## src/rtl/ioc_pkg.sv

```systemverilog
`timescale 1ns/1ps
package ioc_pkg;
  localparam int SEL_W   = 3;
  localparam int N_GOE   = 6;
  localparam int N_OEIN  = 2;
  localparam int N_PSRC  = 2;
  localparam int N_MSRC  = 2;
  localparam int N_SRC   = 1 << SEL_W;
  localparam logic [SEL_W-1:0] PIN_SEL_OFF = 3'd6;
  localparam logic [SEL_W-1:0] PIN_SEL_ON  = 3'd7;
endpackage

```

## src/rtl/ioc_goe_bank.sv

```systemverilog
`timescale 1ns/1ps
module ioc_goe_bank
  import ioc_pkg::*;
(
  input  logic                   clk,
  input  logic                   rst_n,
  input  logic [N_OEIN-1:0]      oe_in,
  input  logic [N_PSRC-1:0]      pad_src,
  input  logic [N_MSRC-1:0]      mc_src,
  input  logic [N_GOE*SEL_W-1:0] src_sel,
  input  logic [N_GOE-1:0]       inv,
  output logic [N_GOE-1:0]       goe_q
);
  localparam int N_USED = N_OEIN + N_PSRC + N_MSRC;

  logic [N_SRC-1:0] src_vec;
  logic [N_GOE-1:0] goe_d;

  always_comb begin
    src_vec = '0;
    src_vec[N_USED-1:0] = {mc_src, pad_src, oe_in};
  end

  for (genvar g = 0; g < N_GOE; g++) begin : g_line
    always_comb goe_d[g] = src_vec[src_sel[g*SEL_W +: SEL_W]] ^ inv[g];

    always_ff @(posedge clk or negedge rst_n) begin
      if (!rst_n) goe_q[g] <= 1'b0;
      else        goe_q[g] <= goe_d[g];
    end
  end
endmodule

```

## src/rtl/ioc_pin_cell.sv

```systemverilog
`timescale 1ns/1ps
module ioc_pin_cell
  import ioc_pkg::*;
(
  input  logic             mc_data,
  input  logic             pad_in,
  input  logic [N_GOE-1:0] goe,
  input  logic [SEL_W-1:0] oe_sel,
  input  logic             od_en,
  input  logic             prog_mode,
  output logic             pad_out,
  output logic             pad_oe,
  output logic             pin_fb,
  output logic             mc_fb
);
  logic en_raw;

  always_comb begin
    if (oe_sel == PIN_SEL_ON)       en_raw = 1'b1;
    else if (oe_sel == PIN_SEL_OFF) en_raw = 1'b0;
    else                            en_raw = goe[oe_sel];
  end

  always_comb begin
    if (od_en) begin
      pad_out = 1'b0;
      pad_oe  = en_raw & ~mc_data & ~prog_mode;
    end else begin
      pad_out = mc_data;
      pad_oe  = en_raw & ~prog_mode;
    end
    pin_fb = pad_in;
    mc_fb  = mc_data;
  end
endmodule

```

## src/rtl/ioc_top.sv

```systemverilog
`timescale 1ns/1ps
module ioc_top
  import ioc_pkg::*;
#(
  parameter int N_PIN = 8
) (
  input  logic                   clk,
  input  logic                   rst_n,
  input  logic                   prog_mode,
  input  logic [N_OEIN-1:0]      oe_in,
  input  logic [N_PIN-1:0]       mc_data,
  input  logic [N_PIN-1:0]       pad_in,
  input  logic [N_GOE*SEL_W-1:0] goe_src_sel,
  input  logic [N_GOE-1:0]       goe_inv,
  input  logic [N_PIN*SEL_W-1:0] pin_oe_sel,
  input  logic [N_PIN-1:0]       pin_od,
  output logic [N_PIN-1:0]       pad_out,
  output logic [N_PIN-1:0]       pad_oe,
  output logic [N_PIN-1:0]       pin_fb,
  output logic [N_PIN-1:0]       mc_fb
);
  logic [N_GOE-1:0] goe_q;

  ioc_goe_bank u_bank (
    .clk     (clk),
    .rst_n   (rst_n),
    .oe_in   (oe_in),
    .pad_src (pad_in[N_PSRC-1:0]),
    .mc_src  (mc_data[N_MSRC-1:0]),
    .src_sel (goe_src_sel),
    .inv     (goe_inv),
    .goe_q   (goe_q)
  );

  for (genvar i = 0; i < N_PIN; i++) begin : g_pin
    ioc_pin_cell u_cell (
      .mc_data   (mc_data[i]),
      .pad_in    (pad_in[i]),
      .goe       (goe_q),
      .oe_sel    (pin_oe_sel[i*SEL_W +: SEL_W]),
      .od_en     (pin_od[i]),
      .prog_mode (prog_mode),
      .pad_out   (pad_out[i]),
      .pad_oe    (pad_oe[i]),
      .pin_fb    (pin_fb[i]),
      .mc_fb     (mc_fb[i])
    );
  end
endmodule

```

## config.mk

```make
export PLATFORM = sky130hd
export DESIGN_NAME = ioc_top
export DESIGN_NICKNAME = d
export VERILOG_FILES = /design/src/rtl/ioc_pkg.sv /design/src/rtl/ioc_goe_bank.sv /design/src/rtl/ioc_pin_cell.sv /design/src/rtl/ioc_top.sv
export SDC_FILE = /design/constraint.sdc
export NUM_CORES = 1
export LEC_CHECK = 0
export BUFFER_PORTS_ARGS = -buffer_cell sky130_fd_sc_hd__buf_4
export CORE_MARGIN = 1.5
export CORE_UTILIZATION = 45
export DETAILED_ROUTE_END_ITERATION = 16
export GPL_ROUTABILITY_DRIVEN = 1
export GPL_TIMING_DRIVEN = 0
export MAX_ROUTING_LAYER = met4
export PLACE_DENSITY_LB_ADDON = 0.2
export SETUP_SLACK_MARGIN = 0.05
export SYNTH_ARGS = -nofsm -noshare
export SYNTH_HDL_FRONTEND = slang
export SYNTH_SLANG_ARGS = --single-unit
```

## constraint.sdc

```tcl
create_clock -name clk -period 3.7 [get_ports clk]
set_clock_uncertainty 0.1 [all_clocks]
set_input_delay 0.555 -clock clk [delete_from_list [all_inputs] [get_ports clk]]
set_output_delay 0.555 -clock clk [all_outputs]
set_load 0.03 [all_outputs]
```

==> flow_metrics.env <==
export IMPL_status="complete, no violations"
export IMPL_portBuffers=101
export IMPL_rsz0062_at_grt="false"
export IMPL_nets=383
export IMPL_irDropWorstVdd_mv=0.154
export IMPL_grt_max_degree=10
export IMPL_dp_hpwl_um=3640
export IMPL_fin_total_pwr_mw=0.467
export IMPL_ys_seq_elements=6
export IMPL_finalMaxSlewViolations=0
export IMPL_grt_pass1_vias=1673
export IMPL_area_delta_synth_final_pct=51.9
export IMPL_final_util=0.727
export IMPL_cts_root_buffer_cell="clkbuf_4"
export IMPL_num_vias=1859
export IMPL_crit_buf_inv=2
export IMPL_layout_common_cells="buf_4 (133), mux2i_1 (41), nor2b_1 (26)"
export IMPL_yosysSeqAreaShare=0.0919
export IMPL_setup_violations=0
export IMPL_ioPinCount=109
export IMPL_top_regs="u_bank.goe_q x6"
export IMPL_leakage_nw=1.26
export IMPL_path_max_fanout=8
export IMPL_grt_pass1_wl_um=7170
export IMPL_cpPeakStageDelay_ns=0.52
export IMPL_grtUsageTotal=0.223
export IMPL_die_area_mm2=0.00400
export IMPL_cts_tree="yes"
export IMPL_drt_iter0_drc=67
export IMPL_final_setup_tns_ns=0
export IMPL_critPathKind="reg2out"
export IMPL_fin_crit_ns=2.42
export IMPL_cts_max_level=1
export IMPL_syn_num_nets=276
export IMPL_viasPerCell=5.31
export IMPL_cp_end_kind="output port"
export IMPL_synth_top_area_cell="mux2i_1"
export IMPL_worst_pin_slew_ns=0.390
export IMPL_arrival_ns=1.77
export IMPL_wl_per_cell_um=12.8
export IMPL_cp_required_ns=3.04
export IMPL_fmax_mhz=413
export IMPL_hold_path_class="in2async"
export IMPL_dieHeight_um=63.3
export IMPL_layout_commonest_cell="buf_4"
export IMPL_netlist_top_cells_area="mux2i_1 (25%), buf_4 (15%), nor2b_1 (10%)"
export IMPL_drt_wl_total_um=4470
export IMPL_final_area_mm2=0.00248
export IMPL_syn_inst=199
export IMPL_synth_warnings=0
export IMPL_cts_inserted_buffers=3
export IMPL_cp_slowest_cell="dfrtp_1"
export IMPL_cts_sinks=6
export IMPL_largest_register="u_bank.goe_q"
export IMPL_drc=0
export IMPL_fin_crit_sh=0.655
export IMPL_diodes=0
export IMPL_post_cts_setup_buffers=0
export IMPL_max_slew_margin=0.740
export IMPL_die_x_um=63.3
export IMPL_grt_overflow=0
export IMPL_path_cells="nor2b_1 > a221o_1 > a311oi_1 > buf_4 > buf_4"
export IMPL_rows=21
export IMPL_crit_family="compound AO/OA/AOI/OAI gates"
export IMPL_clockBufferDepth=2
export IMPL_maxCapViolations=0
export IMPL_gp_congestion=0.746
export IMPL_ant_nets=0
export IMPL_antenna_found_initial=0
export IMPL_drive_gt1_frac=0.474
export IMPL_synth_area_per_cell_um2=8.21
export IMPL_clkTransAtPathRegs_ns=0.04
export IMPL_path_common_cell="buf_4"
export IMPL_start_kind="flip-flop"
export IMPL_first_pass_iters=4
export IMPL_coreArea_mm2=0.00342
export IMPL_largest_reg_flops=6
export IMPL_start_util=0.478
export IMPL_synth_top_area_frac=0.251
export IMPL_place_area_mm2=0.00245
export IMPL_synth_cell_type_count=24
export IMPL_power_density_mw_per_mm2=188
export IMPL_syn_cell_area_mm2=0.00163
export IMPL_hold_viol=0
## per-stage QoR
| step | setup slack (ns) | hold slack [ns] | cells |
|---|---|---|---|
| 2_1_floorplan | 1.65 | 0.159 | 199 |
| 3_3_place_gp | 1.38 | 0.265 | 346 |
| 3_5_place_dp | 1.35 | 0.266 | 346 |
| 4_1_cts | 1.27 | 0.541 | 350 |
| 5_1_grt | 1.17 | 0.575 | 350 |
| 6_report | 1.28 | 0.550 | 350 |
## cell usage after synthesis (all sizes together)
master and n:
o211ai 1, buf 32, a31oi 1, nand2 6
a221oi 6, o21ai 7, o211a 2, nand3b 8
mux2i 41, nor3b 6, nor2b 26, and4bb 1
nor2 1, clkbuf 3, a21oi 2, a311oi 6
or3b 6, mux2 6, nor3 12, inv 8
dfrtp 6, nor4bb 6, a221o 6
## power by group
part	internal (mW)	switching, mW	total [mW]
clock	0.0368	0.0261	0.0630
sequential	0.0743	0.0138	0.0881
combinational	0.169	0.147	0.316
## layer usage
layer / wire (um) / part of all wire / vias to the layer above / track usage
met3: 354 / 0.079 / 3 / 0.0339
li1: - / - / 934 / -
met5: 0 / 0 / - / -
met1: 1900 / 0.42 / 842 / 0.254
met4: 32 / 0.0072 / 0 / 0.0489
met2: 2180 / 0.49 / 80 / 0.412
## final cells by class
type                            instances  area, um^2
Tap cell                               46        57.6
Timing Repair Buffer                  102         768
Multi-Input combinational cell        150        1200
Clock buffer                            3        22.5
Inverter                                8        30.0
Buffer                                 35         253
Fill cell                             304         933
Sequential cell                         6         150
## repair_timing
item,CTS,global route
hold endpoints to repair,6,0
gates resized for setup,0,0
hold buffers,1,0
setup endpoints to repair,0,0
## cell families (layout without fill, tap and decap cells)
family,count (synthesis),after routing,share of synthesized area
multiplexers,47,47,0.292
buffers and inverters,43,148,0.173
AND/OR/NAND/NOR,72,72,0.293
flip-flops,6,6,0.0919
AO/OA/AOI/OAI,31,31,0.149
## worst max path at each step
stage	from	end	slack (ns)	depth (start not counted)
detailed placement	pin_oe_sel[3]	pad_oe[1]	1.35	6
global route	u_bank.goe_q[5]$_DFF_PN0_	pad_oe[0]	1.17	5
CTS	u_bank.goe_q[5]$_DFF_PN0_	pad_oe[1]	1.27	5
finish	u_bank.goe_q[5]$_DFF_PN0_	pad_oe[1]	1.28	5
floorplan	pin_oe_sel[0]	pad_oe[0]	1.65	4
global placement	pin_oe_sel[3]	pad_oe[1]	1.38	6
Power figures use the tool's default switching activity.
